`src/rtl/edoDramPkg.sv`:
```
package edoDramPkg;

  // Strobes from the sequencer to the datapath, one bit per pin group.
  typedef struct packed {
    logic load;      // latch the host request this edge
    logic rasOn;     // row strobe active
    logic casBeOn;   // column strobes active on enabled lanes (access)
    logic casAllOn;  // all column strobes active (refresh)
    logic colSel;    // present column half of the address
    logic capture;   // sample read data this edge
    logic ack;       // completion pulse
  } edoStrobe_t;

  typedef enum logic [2:0] {
    ST_IDLE,
    ST_SETUP,
    ST_RCD,
    ST_CAS,
    ST_ACK,
    ST_PRE,
    ST_RCBR,
    ST_RBOTH
  } edoState_t;

endpackage

```
`src/rtl/edoDramSeq.sv`:
```
module edoDramSeq
  import edoDramPkg::*;
#(
  parameter int T_RCD        = 2,
  parameter int T_CAS        = 2,
  parameter int T_RP         = 2,
  parameter int T_REFW       = 3,
  parameter int REF_INTERVAL = 390
) (
  input  logic       clk,
  input  logic       rstN,
  input  logic       reqValid,
  output logic       reqReady,
  output edoStrobe_t strobe
);

  localparam int MAX_AB = (T_RCD > T_CAS) ? T_RCD : T_CAS;
  localparam int MAX_CD = (T_RP > T_REFW) ? T_RP : T_REFW;
  localparam int MAX_T  = (MAX_AB > MAX_CD) ? MAX_AB : MAX_CD;
  localparam int CNT_W  = $clog2(MAX_T + 1);
  localparam int REF_W  = $clog2(REF_INTERVAL);

  edoState_t        state, stateNxt;
  logic [CNT_W-1:0] cnt, cntNxt;
  logic [REF_W-1:0] refCnt;
  logic             refPend;
  logic             refTick;
  logic             refTake;
  logic             cntZero;

  assign cntZero = (cnt == '0);
  assign refTick = (refCnt == '0);
  assign refTake = (state == ST_IDLE) && refPend;

  // Next-state and phase counter
  always_comb begin
    stateNxt = state;
    cntNxt   = cntZero ? cnt : cnt - 1'b1;
    unique case (state)
      ST_IDLE: begin
        if (refPend)       stateNxt = ST_RCBR;
        else if (reqValid) stateNxt = ST_SETUP;
      end
      ST_SETUP: begin
        stateNxt = ST_RCD;
        cntNxt   = CNT_W'(T_RCD - 1);
      end
      ST_RCD: begin
        if (cntZero) begin
          stateNxt = ST_CAS;
          cntNxt   = CNT_W'(T_CAS - 1);
        end
      end
      ST_CAS: begin
        if (cntZero) stateNxt = ST_ACK;
      end
      ST_ACK: begin
        stateNxt = ST_PRE;
        cntNxt   = CNT_W'(T_RP - 1);
      end
      ST_PRE: begin
        if (cntZero) stateNxt = ST_IDLE;
      end
      ST_RCBR: begin
        stateNxt = ST_RBOTH;
        cntNxt   = CNT_W'(T_REFW - 1);
      end
      ST_RBOTH: begin
        if (cntZero) begin
          stateNxt = ST_PRE;
          cntNxt   = CNT_W'(T_RP - 1);
        end
      end
      default: stateNxt = ST_IDLE;
    endcase
  end

  always_ff @(posedge clk or negedge rstN) begin
    if (!rstN) begin
      state <= ST_IDLE;
      cnt   <= '0;
    end else begin
      state <= stateNxt;
      cnt   <= cntNxt;
    end
  end

  // Refresh pacing: a new expiry outranks the clear of the previous one
  always_ff @(posedge clk or negedge rstN) begin
    if (!rstN) begin
      refCnt  <= REF_W'(REF_INTERVAL - 1);
      refPend <= 1'b0;
    end else begin
      refCnt <= refTick ? REF_W'(REF_INTERVAL - 1) : refCnt - 1'b1;
      if (refTick)      refPend <= 1'b1;
      else if (refTake) refPend <= 1'b0;
    end
  end

  // Strobe decode from the registered state
  always_comb begin
    strobe   = '0;
    reqReady = 1'b0;
    unique case (state)
      ST_IDLE: begin
        reqReady    = !refPend;
        strobe.load = reqValid && !refPend;
      end
      ST_RCD: strobe.rasOn = 1'b1;
      ST_CAS: begin
        strobe.rasOn   = 1'b1;
        strobe.casBeOn = 1'b1;
        strobe.colSel  = 1'b1;
        strobe.capture = cntZero;
      end
      ST_ACK:  strobe.ack = 1'b1;
      ST_RCBR: strobe.casAllOn = 1'b1;
      ST_RBOTH: begin
        strobe.casAllOn = 1'b1;
        strobe.rasOn    = 1'b1;
      end
      default: ;
    endcase
  end

endmodule

```
`src/rtl/edoDramPath.sv`:
```
module edoDramPath
  import edoDramPkg::*;
#(
  parameter int ROW_W  = 9,
  parameter int COL_W  = 9,
  parameter int DATA_W = 32
) (
  input  logic                      clk,
  input  logic                      rstN,
  input  edoStrobe_t                strobe,
  input  logic                      reqWrite,
  input  logic [ROW_W+COL_W-1:0]    reqAddr,
  input  logic [DATA_W/8-1:0]       reqBe,
  input  logic [DATA_W-1:0]         reqWdata,
  output logic                      ackValid,
  output logic [DATA_W-1:0]         ackRdata,
  output logic [ROW_W-1:0]          ramAddr,
  output logic                      ramRasN,
  output logic [DATA_W/8-1:0]       ramCasN,
  output logic                      ramWeN,
  output logic                      ramOeN,
  output logic [DATA_W-1:0]         ramDout,
  output logic                      ramDoutEn,
  input  logic [DATA_W-1:0]         ramDin
);

  localparam int ADDR_W = ROW_W + COL_W;
  localparam int BE_W   = DATA_W / 8;

  logic [ROW_W-1:0]  rowReg;
  logic [COL_W-1:0]  colReg;
  logic [BE_W-1:0]   beReg;
  logic              wrReg;
  logic [DATA_W-1:0] wdReg;
  logic [DATA_W-1:0] rdReg;

  always_ff @(posedge clk or negedge rstN) begin
    if (!rstN) begin
      rowReg <= '0;
      colReg <= '0;
      beReg  <= '0;
      wrReg  <= 1'b0;
      wdReg  <= '0;
    end else if (strobe.load) begin
      rowReg <= reqAddr[ADDR_W-1 -: ROW_W];
      colReg <= reqAddr[COL_W-1:0];
      beReg  <= reqBe;
      wrReg  <= reqWrite;
      wdReg  <= reqWdata;
    end
  end

  // Per-lane column strobe and read capture
  for (genvar lane = 0; lane < BE_W; lane++) begin : g_lane
    assign ramCasN[lane] = strobe.casAllOn ? 1'b0
                                           : !(strobe.casBeOn && beReg[lane]);
    always_ff @(posedge clk or negedge rstN) begin
      if (!rstN)
        rdReg[8*lane +: 8] <= '0;
      else if (strobe.capture && !wrReg)
        rdReg[8*lane +: 8] <= ramDin[8*lane +: 8];
    end
  end

  assign ramAddr   = strobe.colSel ? ROW_W'(colReg) : rowReg;
  assign ramRasN   = !strobe.rasOn;
  assign ramWeN    = !(strobe.casBeOn && wrReg);
  assign ramOeN    = !(strobe.casBeOn && !wrReg);
  assign ramDoutEn = strobe.casBeOn && wrReg;
  assign ramDout   = wdReg;
  assign ackValid  = strobe.ack;
  assign ackRdata  = rdReg;

endmodule

```
`src/rtl/edoDramCtl.sv`:
```
module edoDramCtl
  import edoDramPkg::*;
#(
  parameter int ROW_W        = 9,
  parameter int COL_W        = 9,
  parameter int DATA_W       = 32,
  parameter int T_RCD        = 2,
  parameter int T_CAS        = 2,
  parameter int T_RP         = 2,
  parameter int T_REFW       = 3,
  parameter int REF_INTERVAL = 390
) (
  input  logic                    clk,
  input  logic                    rstN,
  input  logic                    reqValid,
  output logic                    reqReady,
  input  logic                    reqWrite,
  input  logic [ROW_W+COL_W-1:0]  reqAddr,
  input  logic [DATA_W/8-1:0]     reqBe,
  input  logic [DATA_W-1:0]       reqWdata,
  output logic                    ackValid,
  output logic [DATA_W-1:0]       ackRdata,
  output logic [ROW_W-1:0]        ramAddr,
  output logic                    ramRasN,
  output logic [DATA_W/8-1:0]     ramCasN,
  output logic                    ramWeN,
  output logic                    ramOeN,
  output logic [DATA_W-1:0]       ramDout,
  output logic                    ramDoutEn,
  input  logic [DATA_W-1:0]       ramDin
);

  localparam int BE_W = DATA_W / 8;

  edoStrobe_t strobe;

  edoDramSeq #(
    .T_RCD(T_RCD), .T_CAS(T_CAS), .T_RP(T_RP),
    .T_REFW(T_REFW), .REF_INTERVAL(REF_INTERVAL)
  ) i_seq (
    .clk(clk), .rstN(rstN), .reqValid(reqValid),
    .reqReady(reqReady), .strobe(strobe)
  );

  edoDramPath #(
    .ROW_W(ROW_W), .COL_W(COL_W), .DATA_W(DATA_W)
  ) i_path (
    .clk(clk), .rstN(rstN), .strobe(strobe),
    .reqWrite(reqWrite), .reqAddr(reqAddr), .reqBe(reqBe), .reqWdata(reqWdata),
    .ackValid(ackValid), .ackRdata(ackRdata),
    .ramAddr(ramAddr), .ramRasN(ramRasN), .ramCasN(ramCasN),
    .ramWeN(ramWeN), .ramOeN(ramOeN),
    .ramDout(ramDout), .ramDoutEn(ramDoutEn), .ramDin(ramDin)
  );

endmodule

```
`config.mk`:
```
export PLATFORM = sky130hd
export DESIGN_NAME = edoDramCtl
export DESIGN_NICKNAME = d
export VERILOG_FILES = /design/src/rtl/edoDramPkg.sv /design/src/rtl/edoDramSeq.sv /design/src/rtl/edoDramPath.sv /design/src/rtl/edoDramCtl.sv
export SDC_FILE = /design/constraint.sdc
export NUM_CORES = 1
export LEC_CHECK = 0
export BUFFER_PORTS_ARGS = -buffer_cell sky130_fd_sc_hd__buf_4
export CORE_MARGIN = 2
export CORE_UTILIZATION = 54
export CTS_BUF_LIST = sky130_fd_sc_hd__clkbuf_4
export DETAILED_ROUTE_END_ITERATION = 16
export HOLD_SLACK_MARGIN = 0.05
export PLACE_DENSITY = 0.88
export SYNTH_ARGS = -nofsm -noshare
export SYNTH_HDL_FRONTEND = slang
export SYNTH_SLANG_ARGS = --single-unit
```
`constraint.sdc`:
```
create_clock -name clk -period 4.5 [get_ports clk]
set_input_delay 1.35 -clock clk [delete_from_list [all_inputs] [get_ports clk]]
set_output_delay 1.35 -clock clk [all_outputs]
set_load 0.005 [all_outputs]
```
==> impl_metrics.prom <==
# TYPE chip_impl_metric gauge
chip_impl_info{name="run_status",value="completed"} 1
chip_impl_info{name="cts-root-buf",value="clkbuf_4"} 1
chip_impl_metric{name="route.detailed.drc",unit=""} 0
chip_impl_metric{name="layout-drive-gt1-share",unit="%"} 62.7
chip_impl_metric{name="antenna_violating_nets_post_route",unit=""} 0
chip_impl_metric{name="post-cts-setup-buffers",unit=""} 0
chip_impl_metric{name="maxClockFrequency",unit="GHz"} 0.308
chip_impl_metric{name="finalWirelength",unit="um"} 9330
chip_impl_info{name="grt_setup_unrepaired",value="no"} 1
chip_impl_metric{name="viasPerCell",unit=""} 5.20
chip_impl_metric{name="drtIter0Drc",unit=""} 52
chip_impl_metric{name="post_cts_resize_count",unit=""} 0
chip_impl_metric{name="ctsHoldBuffers",unit=""} 0
chip_impl_metric{name="routed_wire_length_per_instance",unit="um"} 16.4
chip_impl_metric{name="die_w",unit="um"} 93.0
chip_impl_metric{name="ys_types",unit=""} 34
chip_impl_metric{name="crit_path_max_incr_delay",unit="ns"} 0.72
chip_impl_metric{name="sequential_fraction_of_the_synthesis_area",unit="%"} 59.8
chip_impl_metric{name="clock_sinks",unit=""} 102
chip_impl_metric{name="number_of_enable_flip_flop_cells_after_synthesis",unit=""} 0
chip_impl_metric{name="antenna_found_initial",unit=""} 0
chip_impl_info{name="yosys.cell_count.top_type",value="dfrtp_1"} 1
chip_impl_metric{name="synthToLayoutAreaGrowth",unit="%"} 34.8
chip_impl_metric{name="pwr_density_cell",unit="nW/um^2"} 639
chip_impl_info{name="start_kind",value="register"} 1
chip_impl_metric{name="drtPass1Iterations",unit=""} 4
chip_impl_metric{name="fp.dieArea",unit="um^2"} 8650
chip_impl_metric{name="synth_xor_xnor_area_share",unit="%"} 0.614
chip_impl_info{name="clock_tree_from_tritoncts",value="yes"} 1
chip_impl_metric{name="grt_overflow_total",unit=""} 0
chip_impl_metric{name="netlist.area_leader.share",unit="%"} 57.3
chip_impl_metric{name="clock_insertion_delay_worst_skew",unit="ns"} 0.44
chip_impl_metric{name="synth_compound_area_share",unit="%"} 2.84
chip_impl_info{name="worstSetupPathType",value="reg -> out"} 1
chip_impl_metric{name="multi_input_area",unit="um^2"} 1610
chip_impl_metric{name="setup-violations-final",unit=""} 0
chip_impl_metric{name="place.port_buffers",unit=""} 172
chip_impl_metric{name="pin_count_of_the_biggest_net_entering_global_routing",unit=""} 49
chip_impl_metric{name="timing.max_cap.violations",unit=""} 0
chip_impl_info{name="ys_top_cells_by_count",value="dfrtp_1 (98), mux2_2 (67), mux2_4 (30), nand2_1 (18), nor2_1 (8)"} 1
chip_impl_metric{name="syn_nets",unit=""} 380
chip_impl_metric{name="placement_rows",unit=""} 32
chip_impl_info{name="synth_top_cells_by_area",value="dfrtp_1 (57%), mux2_2 (18%), mux2_4 (11%), dfstp_2 (2.5%), nand2_1 (1.6%)"} 1
chip_impl_metric{name="reg2reg_slack",unit="ns"} 2.00
chip_impl_metric{name="route.vias.total",unit=""} 2956
chip_impl_metric{name="synth_simple_gate_area_share",unit="%"} 5.32
chip_impl_metric{name="n_fill_cell",unit=""} 515
chip_impl_metric{name="design.portCount",unit=""} 173
chip_impl_metric{name="final_hold_viol_count",unit=""} 0
chip_impl_metric{name="worst-endpoint-arrival",unit="ns"} 1.89
chip_impl_metric{name="hpwlAfterDp",unit="um"} 7090
chip_impl_metric{name="grt_pass1_vias",unit=""} 3049
chip_impl_metric{name="p_leak",unit="nW"} 2.90
chip_impl_metric{name="netlist_instances",unit=""} 289
chip_impl_info{name="timing.critical_path.to_type",value="primary output"} 1
chip_impl_metric{name="numCtsBuffers",unit=""} 9
chip_impl_info{name="critical_path.top_delay_family",value="flip-flops"} 1
chip_impl_info{name="main_combinational_cell_family_by_area_after_synthesis",value="multiplexers"} 1
chip_impl_metric{name="worst_slew_pin_slew",unit="ns"} 1.01
chip_impl_info{name="worst_path_max_delay_cell",value="dfrtp_1"} 1
chip_impl_metric{name="timing.setup.tns",unit="ns"} 0
chip_impl_metric{name="wire_length_of_the_first_global_routing_pass",unit="um"} 14700
chip_impl_metric{name="netlist_area",unit="um^2"} 4280
chip_impl_metric{name="path_max_fanout",unit=""} 16
chip_impl_metric{name="required",unit="ns"} 3.15
chip_impl_metric{name="h-tree-depth",unit=""} 3
chip_impl_metric{name="synthesis.yosys.warnings",unit=""} 0
chip_impl_info{name="min_path_type",value="reg -> reg"} 1
chip_impl_info{name="synth_area_leader_cell",value="dfrtp_1"} 1
chip_impl_metric{name="synth_async_sr_flop_share",unit="%"} 100
chip_impl_metric{name="total_nets_final",unit=""} 553
chip_impl_metric{name="die-height",unit="um"} 93.0
chip_impl_metric{name="final-seq-area",unit="um^2"} 2560
chip_impl_metric{name="ir_drop",unit="V"} 0.000317
chip_impl_metric{name="layout_min_cycle_time",unit="ns"} 3.24
chip_impl_metric{name="floorplan.initialDensity",unit="%"} 55.6
chip_impl_metric{name="synth_adder_area_share",unit="%"} 0.527
chip_impl_metric{name="report.final.slew_viol_count",unit=""} 0
chip_impl_metric{name="synth.avg_cell_area",unit="um^2"} 14.8
chip_impl_metric{name="synth.ff_latch_count",unit=""} 102
chip_impl_metric{name="core_area",unit="um^2"} 7690
chip_impl_metric{name="place.gp.congestion",unit=""} 0.758
chip_impl_info{name="cp_cell_sequence",value="nand3b_4 -> mux2_2 -> buf_4"} 1
chip_impl_metric{name="antennaDiodeCount",unit=""} 0
chip_impl_metric{name="worst_clock_skew",unit="ns"} 0.0129
chip_impl_metric{name="worstPathBufferInverterCount",unit=""} 1
chip_impl_info{name="yosys_most_used_dff",value="dfrtp_1"} 1
chip_impl_metric{name="clk_pin_slew",unit="ns"} 0.13
chip_impl_metric{name="gr-usage-all-layers",unit="%"} 22.2
chip_impl_metric{name="min_period_over_period",unit="%"} 72.1
chip_impl_metric{name="slew-limit-headroom",unit="%"} 32.4
chip_impl_metric{name="yosys-mux-area-fraction",unit="%"} 28.2
chip_impl_metric{name="clockBufferDepth",unit=""} 2
chip_impl_metric{name="final_core_utilization",unit="%"} 75.0
## placed cells by master (no fill, tap or decap), types with 3 or more instances in the layout
master,instances
dfrtp_1,98
buf_4,176
nor2_1,8
clkinv_1,4
nand2b_1,3
mux2_2,67
nor3_1,5
clkbuf_4,10
o21ai_0,4
inv_1,7
a21oi_1,4
dfstp_2,4
mux2_4,30
nand2_1,17
## registers in the layout, indices dropped and copies added, names as in the netlist, named ones only
register,count
i_path.ackRdata,32
i_path.beReg,4
i_path.colReg,9
i_path.ramDout,32
i_path.rowReg,9
i_path.wrReg,1
i_seq.cnt,2
i_seq.refCnt,9
i_seq.refPend,1
i_seq.state,2
## kinds of logic after synthesis
kind of cell               count (synthesis)
xor gates and xnor gates                   3
buffers and inverters                     21
and+or+nand+nor                           45
DFF                                      102
adders and majority gates                  2
AOI/OAI and AO/OA                         19
muxes                                     97
## metal layers
layer | vias up | track usage [%] | wire length [um]
met2 | 124 | 37.3 | 4610
met5 | - | 0 | 0
met3 | 9 | 8.78 | 887
met4 | 0 | 6.74 | 102
met1 | 1460 | 26.4 | 3730
li1 | 1363 | - | -
## path summary, 6_finish.rpt
check	cells past startpoint	to	from
max in group asynchronous	2	i_path.ackRdata[15]	rstN
max reg2reg	3	i_path.ackRdata[6]	i_seq.state[1]
min reg2reg	1	i_seq.refCnt[0]	i_seq.refCnt[0]
min in group asynchronous	1	i_path.ackRdata[5]	rstN
min	1	i_seq.refCnt[0]	i_seq.refCnt[0]
max	3	ramAddr[2]	i_seq.state[1]
## report_power, final
part / internal (W) / switching (W) / total, W
clock: 0.000169 / 0.000276 / 0.000445
sequential: 0.00133 / 0.000276 / 0.00161
combinational: 0.00109 / 0.000549 / 0.00164
total: 0.00259 / 0.00110 / 0.00369
## through the flow
step	power (W)	area, um^2	instances	hold WS, ns	setup WS (ns)
floorplan	0.00243	4280	289	0.445	1.89
global placement	0.00320	5640	553	0.454	1.68
detailed placement	0.00328	5640	553	0.458	1.65
CTS	0.00373	5770	569	0.492	1.25
global route	0.00393	5770	569	0.513	1.13
finish	0.00369	5770	569	0.494	1.26
## cell type report
| cell class | instances | area share, % |
|---|---|---|
| clock buffers | 10 | 1.30 |
| clock inverters | 6 | 0.911 |
| inverters | 7 | 0.456 |
| multi-input cells | 166 | 27.9 |
| flip-flops and latches | 102 | 44.3 |
| well taps | 102 | 2.21 |
| repair buffers | 176 | 22.9 |
Note: power is estimated with default switching activity, not from simulation.
